File: config.mk
export PLATFORM = sky130hd
export DESIGN_NAME = ctrl3w_slave
export DESIGN_NICKNAME = d
export VERILOG_FILES = /design/src/rtl/ctrl3w_pkg.sv /design/src/rtl/ctrl3w_sync.sv /design/src/rtl/ctrl3w_regs.sv /design/src/rtl/ctrl3w_rdsel.sv /design/src/rtl/ctrl3w_slave.sv
export SDC_FILE = /design/constraint.sdc
export NUM_CORES = 1
export LEC_CHECK = 0
export BUFFER_PORTS_ARGS = -buffer_cell sky130_fd_sc_hd__buf_2
export CORE_ASPECT_RATIO = 1.75
export CORE_UTILIZATION = 58
export DETAILED_ROUTE_END_ITERATION = 7
export GPL_TIMING_DRIVEN = 0
export PLACE_DENSITY_LB_ADDON = 0.3
export SETUP_SLACK_MARGIN = 0.02
export SLEW_MARGIN = 10
export SYNTH_ARGS = -nofsm -noshare
export SYNTH_HDL_FRONTEND = slang
export SYNTH_SLANG_ARGS = --single-unit
File: constraint.sdc
create_clock -name clk -period 6.7 [get_ports clk]
set_input_delay 0.335 -clock clk [delete_from_list [all_inputs] [get_ports clk]]
set_output_delay 0.335 -clock clk [all_outputs]
set_load 0.01 [all_outputs]
File: src/rtl/ctrl3w_pkg.sv
package ctrl3w_pkg;
    localparam int WORD_W = 16;
    localparam int ADDR_W = 7;
    localparam int DATA_W = 8;
    localparam int HEAD_W = WORD_W - DATA_W;
    localparam int CNT_W  = $clog2(WORD_W + 1);

    typedef struct packed {
        logic              cs_prev;
        logic              sck_prev;
        logic [CNT_W-1:0]  cnt;
        logic [WORD_W-1:0] sh;
        logic [DATA_W-1:0] out;
    } frame_t;
endpackage

File: src/rtl/ctrl3w_sync.sv
module ctrl3w_sync #(
    parameter int               LANES   = 3,
    parameter int               STAGES  = 2,
    parameter logic [LANES-1:0] RST_VAL = '0
) (
    input  logic             clk,
    input  logic             rst_n,
    input  logic [LANES-1:0] pin_i,
    output logic [LANES-1:0] lvl_o
);
    for (genvar g = 0; g < LANES; g++) begin : g_lane
        logic [STAGES-1:0] pipe_q;
        logic [STAGES-1:0] pipe_d;

        always_comb begin
            if (STAGES > 1) pipe_d = {pipe_q[STAGES-2:0], pin_i[g]};
            else            pipe_d = pin_i[g];
        end

        always_ff @(posedge clk or negedge rst_n) begin
            if (!rst_n) pipe_q <= {STAGES{RST_VAL[g]}};
            else        pipe_q <= pipe_d;
        end

        assign lvl_o[g] = pipe_q[STAGES-1];
    end
endmodule

File: src/rtl/ctrl3w_regs.sv
module ctrl3w_regs #(
    parameter int NREG     = 32,
    parameter int ADDR_W   = 7,
    parameter int DATA_W   = 8,
    parameter int FIRST_RW = 3
) (
    input  logic                     clk,
    input  logic                     rst_n,
    input  logic                     wr_en,
    input  logic [ADDR_W-1:0]        wr_addr,
    input  logic [DATA_W-1:0]        wr_data,
    output logic [NREG*DATA_W-1:0]   cfg_o
);
    localparam logic [NREG*DATA_W-1:0] DEFAULTS = '0;

    logic [NREG*DATA_W-1:0] cfg_d, cfg_q;

    always_comb begin
        cfg_d = cfg_q;
        if (wr_en) begin
            if (wr_addr == '0) begin
                cfg_d = DEFAULTS;
            end else if (int'(wr_addr) >= FIRST_RW && int'(wr_addr) < NREG) begin
                cfg_d[int'(wr_addr)*DATA_W +: DATA_W] = wr_data;
            end
        end
    end

    always_ff @(posedge clk or negedge rst_n) begin
        if (!rst_n) cfg_q <= DEFAULTS;
        else        cfg_q <= cfg_d;
    end

    assign cfg_o = cfg_q;


    soft_rst_chk: assert property (@(posedge clk) disable iff (!rst_n)
        (wr_en && wr_addr == '0) |=> (cfg_q == DEFAULTS));


    ro_addr_chk: assert property (@(posedge clk) disable iff (!rst_n)
        (wr_en && (int'(wr_addr) == 1 || int'(wr_addr) == 2 || int'(wr_addr) >= NREG))
        |=> $stable(cfg_q));
endmodule

File: src/rtl/ctrl3w_rdsel.sv
module ctrl3w_rdsel #(
    parameter int         ADDR_W    = 7,
    parameter int         DATA_W    = 8,
    parameter int         NSTAT     = 7,
    parameter int         STAT_BASE = 16,
    parameter logic [3:0] REV       = 4'h1
) (
    input  logic                      is_read,
    input  logic [ADDR_W-1:0]         addr,
    input  logic                      auto_en,
    input  logic [2:0]                sel,
    input  logic [NSTAT*DATA_W-1:0]   stat,
    output logic [DATA_W-1:0]         byte_o
);
    localparam logic [DATA_W-1:0] ID_LO = DATA_W'(8'h05);
    localparam logic [DATA_W-1:0] ID_HI = DATA_W'(8'h88);

    always_comb begin
        byte_o = '0;
        if (auto_en && !is_read) begin
            if (int'(sel) < NSTAT) byte_o = stat[int'(sel)*DATA_W +: DATA_W];
        end else if (!auto_en && is_read) begin
            if (int'(addr) == 0)      byte_o = ID_LO;
            else if (int'(addr) == 1) byte_o = ID_HI;
            else if (int'(addr) == 2) byte_o = DATA_W'(REV);
            else if (int'(addr) >= STAT_BASE && int'(addr) < STAT_BASE + NSTAT)
                byte_o = stat[(int'(addr) - STAT_BASE)*DATA_W +: DATA_W];
        end
    end
endmodule

File: src/rtl/ctrl3w_slave.sv
module ctrl3w_slave
    import ctrl3w_pkg::*;
#(
    parameter int         NREG      = 32,
    parameter int         CTRL_ADDR = 9,
    parameter int         STAT_BASE = 16,
    parameter int         NSTAT     = 7,
    parameter logic [3:0] REV       = 4'h1
) (
    input  logic                      clk,
    input  logic                      rst_n,
    input  logic                      cs_n,
    input  logic                      sck,
    input  logic                      sdi,
    input  logic [NSTAT*DATA_W-1:0]   stat_bytes,
    output logic                      sdo,
    output logic                      sdo_oe,
    output logic [NREG*DATA_W-1:0]    cfg_regs
);
    localparam int AUTO_BIT = CTRL_ADDR*DATA_W + 3;
    localparam int SEL_LSB  = CTRL_ADDR*DATA_W;

    logic [2:0] lvl;
    logic       cs_lvl, sck_lvl, sdi_lvl;
    logic       cs_fall, cs_rise, sck_rise, sck_fall;
    logic       wr_en;
    logic [DATA_W-1:0] rd_byte;
    frame_t q, d;

    ctrl3w_sync #(.LANES(3), .STAGES(2), .RST_VAL(3'b001)) u_sync (
        .clk   (clk),
        .rst_n (rst_n),
        .pin_i ({sdi, sck, cs_n}),
        .lvl_o (lvl)
    );

    assign cs_lvl   = lvl[0];
    assign sck_lvl  = lvl[1];
    assign sdi_lvl  = lvl[2];
    assign cs_fall  =  q.cs_prev & ~cs_lvl;
    assign cs_rise  = ~q.cs_prev &  cs_lvl;
    assign sck_rise = ~q.sck_prev &  sck_lvl & ~cs_lvl;
    assign sck_fall =  q.sck_prev & ~sck_lvl & ~cs_lvl;

    assign wr_en = cs_rise && (q.cnt == CNT_W'(WORD_W)) && !q.sh[WORD_W-1];

    ctrl3w_rdsel #(
        .ADDR_W(ADDR_W), .DATA_W(DATA_W), .NSTAT(NSTAT),
        .STAT_BASE(STAT_BASE), .REV(REV)
    ) u_rdsel (
        .is_read (q.sh[HEAD_W-1]),
        .addr    (q.sh[ADDR_W-1:0]),
        .auto_en (cfg_regs[AUTO_BIT]),
        .sel     (cfg_regs[SEL_LSB +: 3]),
        .stat    (stat_bytes),
        .byte_o  (rd_byte)
    );

    ctrl3w_regs #(
        .NREG(NREG), .ADDR_W(ADDR_W), .DATA_W(DATA_W), .FIRST_RW(3)
    ) u_regs (
        .clk     (clk),
        .rst_n   (rst_n),
        .wr_en   (wr_en),
        .wr_addr (q.sh[WORD_W-2 -: ADDR_W]),
        .wr_data (q.sh[DATA_W-1:0]),
        .cfg_o   (cfg_regs)
    );

    always_comb begin
        d = q;
        d.cs_prev  = cs_lvl;
        d.sck_prev = sck_lvl;
        if (cs_fall) begin
            d.cnt = '0;
            d.sh  = '0;
            d.out = '0;
        end else begin
            if (sck_rise && q.cnt < CNT_W'(WORD_W)) begin
                d.sh  = {q.sh[WORD_W-2:0], sdi_lvl};
                d.cnt = q.cnt + 1'b1;
            end
            if (sck_fall && q.cnt >= CNT_W'(HEAD_W) && q.cnt < CNT_W'(WORD_W)) begin
                if (q.cnt == CNT_W'(HEAD_W)) d.out = rd_byte;
                else                         d.out = {q.out[DATA_W-2:0], 1'b0};
            end
        end
    end

    always_ff @(posedge clk or negedge rst_n) begin
        if (!rst_n) begin
            q          <= '0;
            q.cs_prev  <= 1'b1;
        end else begin
            q <= d;
        end
    end

    assign sdo    = q.out[DATA_W-1];
    assign sdo_oe = ~cs_n;


    sdo_hold_chk: assert property (@(posedge clk) disable iff (!rst_n)
        (!sck_fall && !cs_fall) |=> $stable(sdo));


    short_frame_chk: assert property (@(posedge clk) disable iff (!rst_n)
        (cs_rise && q.cnt != CNT_W'(WORD_W)) |=> $stable(cfg_regs));


    cnt_cap_chk: assert property (@(posedge clk) disable iff (!rst_n)
        (q.cnt == CNT_W'(WORD_W) && !cs_fall) |=> (q.cnt == CNT_W'(WORD_W)));
endmodule

==> results.toml <==
[placement]
place_congestion = 0.9700
port_buffers = 318
dp.cells = 1751
post-dp-hpwl_um = 28810
place_area_sq_um = 14960

[timing]
period_share_pct = 66.52
period_needed_ns = 4.457
max_freq_ghz = 0.2244
rsz0062_at_grt = "false"
maxSlewHeadroom_pct = 22.21
setup_violations = 0
maxSlewViolCount = 0
tns_ns = 0
fin_skew_ns = 0.01380
worst_pin_slew_ns = 1.157
hold_viol = 0

[floorplanning]
fp.coreArea_sq_um = 21680
die_y_um = 199.5
die_area_sq_um = 22920
row_count = 71
initial_core_util_pct = 59.65
ios = 319
die_width_um = 114.9

[clock_tree]
clk_pin_slew_worst_paths_ns = 0.07
cts_tree = "done"
post_cts_buffers = 0
cts_buffers = 27
clockBufferDepth = 3
h-tree-depth = 1
clkSinkCount = 293
insertion_delay_ns = 0.54
root_buffer = "clkbuf_16"

[detailed_routing]
first_iter_violations = 897
wl_per_cell_um = 22.27
drcViolationCount = 0
vias_per_cell = 6.242
dr.pass1.iters = 5
routed_wl_um = 40170
via_count = 11260
ant_nets = 0

[final_layout]
stdcell_count = 1804
drive_gt1_share_pct = 28.52
nNetsFinal = 1558
stdcell_area_sq_um = 15960
syn2layout_area_growth_pct = 23.42

[synth]
synth_top_area_share_pct = 56.13
ys_async_sr_fraction_pct = 100.0
synth_flop_cell = "dfrtp_1"
synth_cell_type_count = 75
synthTopCellsByArea = "dfrtp_1 (56%), a22o_1 (11%), mux2i_1 (4.3%)"
ys_ff_latch = 293
synth_top_area_cell = "dfrtp_1"
synth_common_cells = "dfrtp_1 (290), a22o_1 (163), nand2_1 (146), clkbuf_1 (64), nand3_1 (57)"
syn_avg_cell_area_sq_um = 11.35
syn_area_sq_um = 12930
ys_warn_count = 0
synth.most_common_cell = "dfrtp_1"
synth-edff-count = 0
netlist_instances = 1139
synth_nets = 1205
synth_seq_area_share_pct = 56.74

[run_status]
run_status = "completed"

[grt]
antenna_found_initial = 1
grt_usage_pct = 35.30
grt_max_degree = 107
grt_pass1_wl_um = 61600
grt_overflow = 0
grt_pass1_vias = 11280

[pwr]
internal-power_uw = 2802
sw_frac_of_total_pct = 21.48
comb_power_share_pct = 3.7
pwr-share-seq_pct = 49.8
clkPwrFrac_pct = 46.4
total_leakage_power_uw = 0.008234
powerDensity_nw_per_um2 = 223.7
switchingPower_uw = 766.4
peakVddDrop_v = 0.0001734

[worst_hold_path]
hold_path_class = "in2reg"

[critical_path]
cp-start-kind = "flop"
critical_path.max_fanout = 10
crit_required_ns = 7.08
endpoint_kind = "flop"
path_class = "reg2reg"
critical_path_arrival_ns = 4.83

[flow_run]
maxCapViolations = 0
==> layout make-up <==
cell class | count | area [sq um]
multi-input cells | 736 | 5154
flip-flops and latches | 293 | 7336
plain buffers | 93 | 381.6
clock inverters | 11 | 203.9
fillers | 1603 | 5719
diodes | 1 | 2.502
repair buffers | 324 | 1697
clock buffers | 37 | 753.2
well taps | 292 | 365.4
inverters | 17 | 63.81
==> worst max-delay path, stage by stage, from the launching register on <==
cell,delay [ns]
dfrtp_1,0.47
buf_2,0.25
inv_1,0.20
ha_1,0.29
clkbuf_1,0.37
nand3_1,0.13
ha_1,0.34
nand4bb_1,0.17
a211oi_1,0.36
nand4_1,0.47
nor3_1,0.99
o21ai_0,0.23
==> stage by stage <==
stage                     power [uW]  util [%]  setup WS [ns]  hold slack [ns]
after floorplan                 1861         -          3.525          0.03941
after global placement          1935     68.67         0.1643           0.3347
after detailed placement        1943     69.00          2.289           0.3363
after CTS                       3578     73.60          2.299           0.2905
after global routing            3662     73.61          2.014           0.3036
final                           3569     73.61          2.243           0.2914
==> sequential cells by signal (all words and copies together), names as in the netlist <==
name and flops:
u_regs.cfg_o 256, q 30, u_sync.g_lane.pipe_q 6, sdo 1
==> placed cells by master (no fill, tap or decap), types with 15 or more instances in the layout <==
cell / netlist / layout
o21ai_0: 53 / 53
nor2_1: 38 / 38
clkbuf_16: 0 / 27
a21oi_1: 38 / 38
clkbuf_1: 64 / 70
nand3_1: 57 / 57
a22o_1: 163 / 163
buf_2: 23 / 340
inv_1: 15 / 15
nand2_1: 146 / 146
mux4_2: 16 / 16
mux2i_1: 56 / 56
dfrtp_1: 290 / 290
==> final timing paths <==
| check | startpoint | end | slack (ns) | cells past startpoint |
|---|---|---|---|---|
| max | q[16] | u_regs.cfg_o[136] | 2.24 | 11 |
| min | stat_bytes[53] | q[5] | 0.29 | 4 |
| max reg2reg | q[16] | u_regs.cfg_o[136] | 2.24 | 11 |
| min reg2reg | u_sync.g_lane[1].pipe_q[0] | u_sync.g_lane[1].pipe_q[1] | 0.35 | 0 |
| max in group asynchronous | rst_n | u_regs.cfg_o[16] | 5.35 | 3 |
| min in group asynchronous | rst_n | u_regs.cfg_o[120] | 0.36 | 2 |
==> what timing repair did <==
action,CTS,global route
resized for setup,0,0
hold buffers,4,0
endpoints found under the setup margin,0,0
endpoints found under the hold margin,83,0
==> power groups by stage <==
stage	Combinational [uW]	Sequential, uW	Clock [uW]
finish	133	1780	1660
global route	147	1780	1740
CTS	134	1780	1670
detailed placement	132	1810	0
global placement	124	1810	0
floorplan	51.0	1810	0
==> routing by layer <==
metal	up-vias	routed length, um	global-route usage, %
met4	0	2026	19.05
li1	4905	-	-
met3	148	2641	6.551
met5	-	0	0
met1	5608	14830	42.43
met2	599	20670	59.71
==> kinds of logic (layout without fill, tap and decap cells) <==
logic type | count (synthesis) | after routing | share of synthesized area [%]
XOR/XNOR | 3 | 3 | 0.2033
buffers and inverters | 110 | 482 | 3.445
multiplexers | 77 | 77 | 7.558
AO/OA/AOI/OAI | 315 | 315 | 18.36
other | 0 | 1 | 0
AND/OR/NAND/NOR | 336 | 336 | 13.21
adder cells (fa/ha/maj) | 5 | 5 | 0.4839
flip-flops | 293 | 293 | 56.74
Note: power is estimated with default switching activity, not from simulation.
